File: config.mk
export PLATFORM = sky130hd
export DESIGN_NAME = priv_trap_ctrl
export DESIGN_NICKNAME = d
export VERILOG_FILES = /design/src/rtl/priv_trap_ctrl.sv
export SDC_FILE = /design/constraint.sdc
export NUM_CORES = 1
export LEC_CHECK = 0
export BUFFER_PORTS_ARGS = -buffer_cell sky130_fd_sc_hd__buf_2
export CAP_MARGIN = 15
export CORE_UTILIZATION = 59
export DETAILED_ROUTE_END_ITERATION = 10
export MAX_ROUTING_LAYER = met4
export PLACE_DENSITY = 0.87
export RECOVER_POWER = 25
export REMOVE_ABC_BUFFERS = 1
export SYNTH_ARGS = -nofsm -noshare
export SYNTH_HDL_FRONTEND = slang
export SYNTH_SLANG_ARGS = --single-unit
File: constraint.sdc
create_clock -name clk -period 2.55 [get_ports clk]
set_input_delay 0.1275 -clock clk [delete_from_list [all_inputs] [get_ports clk]]
set_output_delay 0.1275 -clock clk [all_outputs]
set_load 0.02 [all_outputs]
File: src/rtl/priv_trap_ctrl.sv
module priv_trap_ctrl #(
  parameter int XLEN = 32,
  parameter int NIRQ = 4,
  parameter int NSVC = 4,
  localparam int NVEC = 1 + NSVC + NIRQ,
  localparam int VW = $clog2(NVEC),
  localparam int SW = $clog2(NSVC)
) (
  input  logic            clk,
  input  logic            rst_n,
  input  logic [NIRQ-1:0] irq_req,
  input  logic            trap_req,
  input  logic [SW-1:0]   trap_svc,
  input  logic            priv_op,
  input  logic            rett,
  input  logic [XLEN-1:0] cur_pc,
  input  logic            cfg_we,
  input  logic [1:0]      cfg_sel,
  input  logic [VW-1:0]   cfg_idx,
  input  logic [XLEN-1:0] cfg_data,
  output logic            redirect,
  output logic [XLEN-1:0] redirect_pc,
  output logic [VW-1:0]   cause,
  output logic            kernel_mode,
  output logic            irq_en,
  output logic [NIRQ-1:0] irq_pending,
  output logic [XLEN-1:0] saved_pc
);

  logic [XLEN-1:0] vec [NVEC];
  logic            prev_mode, prev_ie;
  logic            violation, irq_hit, ev, rett_ok, wr_ok;
  logic [VW-1:0]   irq_cause, ev_cause;
  logic [NIRQ-1:0] ack;

  assign violation = ~kernel_mode & (cfg_we | priv_op | rett);
  assign irq_hit   = irq_en & (|irq_pending);
  assign ev        = violation | trap_req | irq_hit;
  assign rett_ok   = rett & kernel_mode & ~ev;
  assign wr_ok     = cfg_we & kernel_mode & ~ev & ~rett;

  always_comb begin
    irq_cause = '0;
    for (int i = NIRQ - 1; i >= 0; i--)
      if (irq_pending[i]) irq_cause = VW'(NSVC + 1 + i);
  end

  assign ev_cause = violation ? '0 :
                    trap_req  ? VW'(trap_svc) + VW'(1) : irq_cause;

  genvar g;
  generate
    for (g = 0; g < NIRQ; g++) begin : g_ack
      assign ack[g] = wr_ok && cfg_sel == 2'd3 && cfg_idx == VW'(g);
    end
  endgenerate

  always_ff @(posedge clk or negedge rst_n) begin
    if (!rst_n) irq_pending <= '0;
    else        irq_pending <= (irq_pending & ~ack) | irq_req;
  end

  always_ff @(posedge clk or negedge rst_n) begin
    if (!rst_n) begin
      for (int i = 0; i < NVEC; i++) vec[i] <= '0;
    end else if (wr_ok && cfg_sel == 2'd0 && 32'(cfg_idx) < NVEC) begin
      vec[cfg_idx] <= cfg_data;
    end
  end

  always_ff @(posedge clk or negedge rst_n) begin
    if (!rst_n) begin
      kernel_mode <= 1'b1;
      irq_en      <= 1'b0;
      prev_mode   <= 1'b1;
      prev_ie     <= 1'b0;
      saved_pc    <= '0;
      redirect    <= 1'b0;
      redirect_pc <= '0;
      cause       <= '0;
    end else if (ev) begin
      prev_mode   <= kernel_mode;
      prev_ie     <= irq_en;
      kernel_mode <= 1'b1;
      irq_en      <= 1'b0;
      saved_pc    <= cur_pc;
      redirect    <= 1'b1;
      redirect_pc <= vec[ev_cause];
      cause       <= ev_cause;
    end else if (rett_ok) begin
      kernel_mode <= prev_mode;
      irq_en      <= prev_ie;
      redirect    <= 1'b1;
      redirect_pc <= saved_pc;
    end else begin
      redirect <= 1'b0;
      if (wr_ok && cfg_sel == 2'd1) begin
        kernel_mode <= cfg_data[0];
        irq_en      <= cfg_data[1];
      end
      if (wr_ok && cfg_sel == 2'd2) saved_pc <= cfg_data;
    end
  end

  p_entry_r2: assert property (@(posedge clk) disable iff (!rst_n)
    ev |=> kernel_mode && !irq_en && redirect && saved_pc == $past(cur_pc));

  p_viol_first_r4: assert property (@(posedge clk) disable iff (!rst_n)
    (!kernel_mode && (cfg_we || priv_op || rett)) |=> redirect && cause == '0 && kernel_mode);

  p_irq_masked_r5: assert property (@(posedge clk) disable iff (!rst_n)
    (!irq_en && !trap_req && !rett && !violation) |=> !redirect);

  p_pend_hold_r6: assert property (@(posedge clk) disable iff (!rst_n)
    (|(irq_pending & ~irq_req & ~ack)) |=> (|irq_pending));

  p_rett_restore_r8: assert property (@(posedge clk) disable iff (!rst_n)
    rett_ok |=> redirect && redirect_pc == $past(saved_pc)
               && kernel_mode == $past(prev_mode) && irq_en == $past(prev_ie));

endmodule

==> impl_metrics.env <==
export IMPL_status="complete, but fails checks"
export IMPL_violations="capacitance limit, slew limit"
export IMPL_ff2ff_path_depth=5
export IMPL_min_path_cells=2
export IMPL_min_period_ns=2.42
export IMPL_synth_cells=1217
export IMPL_cts_clk_slew_worst_paths_ns=0.06
export IMPL_cap_violations=1
export IMPL_wire_per_inst_um=25.4
export IMPL_place_ws_ns=0.152
export IMPL_cpPeakStageDelay_ns=0.53
export IMPL_report_final_hold_viol_count=0
export IMPL_clock_skew_ns=0.0147
export IMPL_arrival_ns=2.83
export IMPL_grt_first_pass_wirelength_um=71500
export IMPL_final_util=0.729
export IMPL_drt_iter0_markers=1105
export IMPL_cts_path_max_buffers=3
export IMPL_dp_hpwl_um=26800
export IMPL_ant_nets=0
export IMPL_cts_tree="built"
export IMPL_end_kind="flip-flop"
export IMPL_synth_seq_area_share=0.556
export IMPL_cp_start_kind="flip-flop"
export IMPL_clkLatencyLatePin_ns=0.54
export IMPL_async_reset_ff_frac=1.00
export IMPL_core_rowCount=60
export IMPL_ios=157
export IMPL_instances_no_fill=1820
export IMPL_die_w_um=169
export IMPL_reg2reg_from="kernel_mode"
export IMPL_final_cell_mix="dfrtp_1, mux2_2, buf_2, a21oi_1, dlygate4sd3_1"
export IMPL_portBuffers=156
export IMPL_reg2reg_to="vec[178]"
export IMPL_syn_to_final_growth_pct=20.3
export IMPL_root_buffer="clkbuf_16"
export IMPL_p_per_area_mw_per_mm2=848
export IMPL_num_vias=11983
export IMPL_avgViaCountPerCell=6.58
export IMPL_fin_crit_sh=0.948
export IMPL_setup_viol=0
export IMPL_antenna_found_initial=2
export IMPL_syn_area_mm2=0.0164
export IMPL_drv_slew=62
export IMPL_start_util=0.606
export IMPL_p_leak_nw=10.1
export IMPL_routed_wl_um=46200
export IMPL_route_detailed_drc=0
export IMPL_die_y_um=169
export IMPL_crit_chain="nor4bb_1, and4_1, and3b_4, nand2_4, mux2_2"
export IMPL_postSynthAreaPerCell_um2=13.5
export IMPL_reg2reg_slack_ns=0.13
export IMPL_grt_max_degree=66
export IMPL_final_area_mm2=0.0198
export IMPL_ir_drop_uv=672
export IMPL_relSlewSlack=-0.224
export IMPL_drive_above_1_share=0.430
export IMPL_die_area_mm2=0.0285
export IMPL_worstPathRequired_ns=2.96
export IMPL_core_mm2=0.0271
export IMPL_ys_warn_count=0
export IMPL_placed_area_mm2=0.0178
export IMPL_cts_buffers=38
export IMPL_first_pass_iters=7
export IMPL_worst_slack_ns=0.134
export IMPL_place_inst=1685
export IMPL_synthFlopType="dfrtp_1"
export IMPL_first_global_vias=12744
export IMPL_ys_ff_latch=365
export IMPL_h_tree_depth=2
export IMPL_holdPathEnd="vec[135]"
export IMPL_synth_edff_count=0
export IMPL_hold_path_class="in2reg"
export IMPL_slowest_stage="dfstp_2"
export IMPL_grtUsageTotal=0.338
export IMPL_clock_fmax_ghz=0.414
export IMPL_cts_sinks=365
export IMPL_worstSetupPathType="reg2reg"
export IMPL_finalWeightedCongestion=0.928
export IMPL_critPathMaxFanout=32
export IMPL_final_net_count=1503
export IMPL_min_delay_start="cfg_data[7]"
export IMPL_worstMarginPinSlew_ns=1.84
export IMPL_grt_overflow_total=0
export IMPL_layout_commonest_cell="dfrtp_1"
export IMPL_synthDistinctLibCells=57
==> area by class of cell <==
cell class                      count  area [um2]
Multi-Input combinational cell    731        6800
Sequential cell                   365        9140
Clock inverter                     11         135
Inverter                            7        26.3
Timing Repair Buffer              277        2040
Clock buffer                       55        1150
Tap cell                          372         465
Fill cell                        1571        7350
Antenna cell                        2        5.00
==> where the power goes <==
part	internal [W]	leakage [nW]	switching [W]	total, W
registers	0.00647	4.90	0.000500	0.00697
logic	0.00157	4.61	0.00257	0.00413
clock network	0.00334	0.636	0.00232	0.00566
total	0.0114	10.1	0.00538	0.0168
==> synthesized netlist by cell type (all sizes together) (3+ instances only) <==
cell type	count	share of area
o31ai	4	0.0018
o22ai	64	0.024
and2	3	0.0012
mux2i	34	0.021
clkbuf	40	0.0091
a222oi	31	0.019
a21oi	68	0.021
mux2	322	0.24
inv	7	0.0016
nor3	4	0.0012
buf	74	0.026
nor2	39	0.0089
nand2b	4	0.0015
nand2	19	0.0062
a221o	31	0.019
o21ai	36	0.011
dfrtp	363	0.55
nand3	4	0.0012
a21o	33	0.015
==> cells by family (layout without fill, tap and decap cells) <==
kind of cell,count (synthesis),after routing,synth area share
AND/OR/NAND/NOR,92,92,0.0305
multiplexers,357,357,0.257
buffers and inverters,121,350,0.0364
flip-flops,365,365,0.556
other,0,2,0
adder cells (fa/ha/maj),1,1,0.000762
AO/OA/AOI/OAI,281,281,0.119
==> worst max path at each step <==
stage / startpoint / end / slack [ns] / cells after the start
after floorplan: kernel_mode / redirect_pc[0] / -1.70 / 4
after global placement: irq_pending[1] / vec[33] / 0.20 / 5
after detailed placement: irq_pending[1] / vec[33] / 0.15 / 5
after CTS: irq_pending[1] / saved_pc[16] / 0.07 / 6
after global routing: irq_pending[2] / saved_pc[16] / -0.01 / 6
final: kernel_mode / vec[178] / 0.13 / 5
==> state kept, by name (all words and copies together), names as in the netlist <==
register / flops
redirect_pc: 32
redirect: 1
vec: 288
kernel_mode: 1
prev_mode: 1
irq_en: 1
prev_ie: 1
cause: 4
irq_pending: 4
saved_pc: 32
==> metal layers <==
layer | vias to the layer above | GRT usage | part of all wire | routed length [um]
li1 | 4980 | - | - | -
met4 | 0 | 0.160 | 0.039 | 1810
met2 | 701 | 0.535 | 0.49 | 22600
met1 | 6143 | 0.422 | 0.39 | 18000
met3 | 159 | 0.0631 | 0.083 | 3820
met5 | - | - | 0 | 0
==> repair_timing <==
item | in CTS | in global routing
hold buffers | 66 | 0
setup endpoints to repair | 0 | 28
buffers inserted | 0 | 1
gates resized for setup | 0 | 2
hold endpoints to repair | 278 | 0
==> through the flow <==
step	total power [W]	TNS, ns	hold WS, ns
after floorplan	0.00920	-119.27	-0.168
after global placement	0.0108	0	0.115
after detailed placement	0.0109	0	0.123
after CTS	0.0167	0	0.00352
after global routing	0.0173	-0.0111	0.0209
final	0.0168	0	0.0170
==> worst max-delay path, delay by kind of cell (launching register included) <==
| kind | cells | cell delay, ns |
|---|---|---|
| simple gates | 4 | 1.32 |
| flops | 1 | 0.53 |
| mux | 1 | 0.43 |
Power figures use the tool's default switching activity.
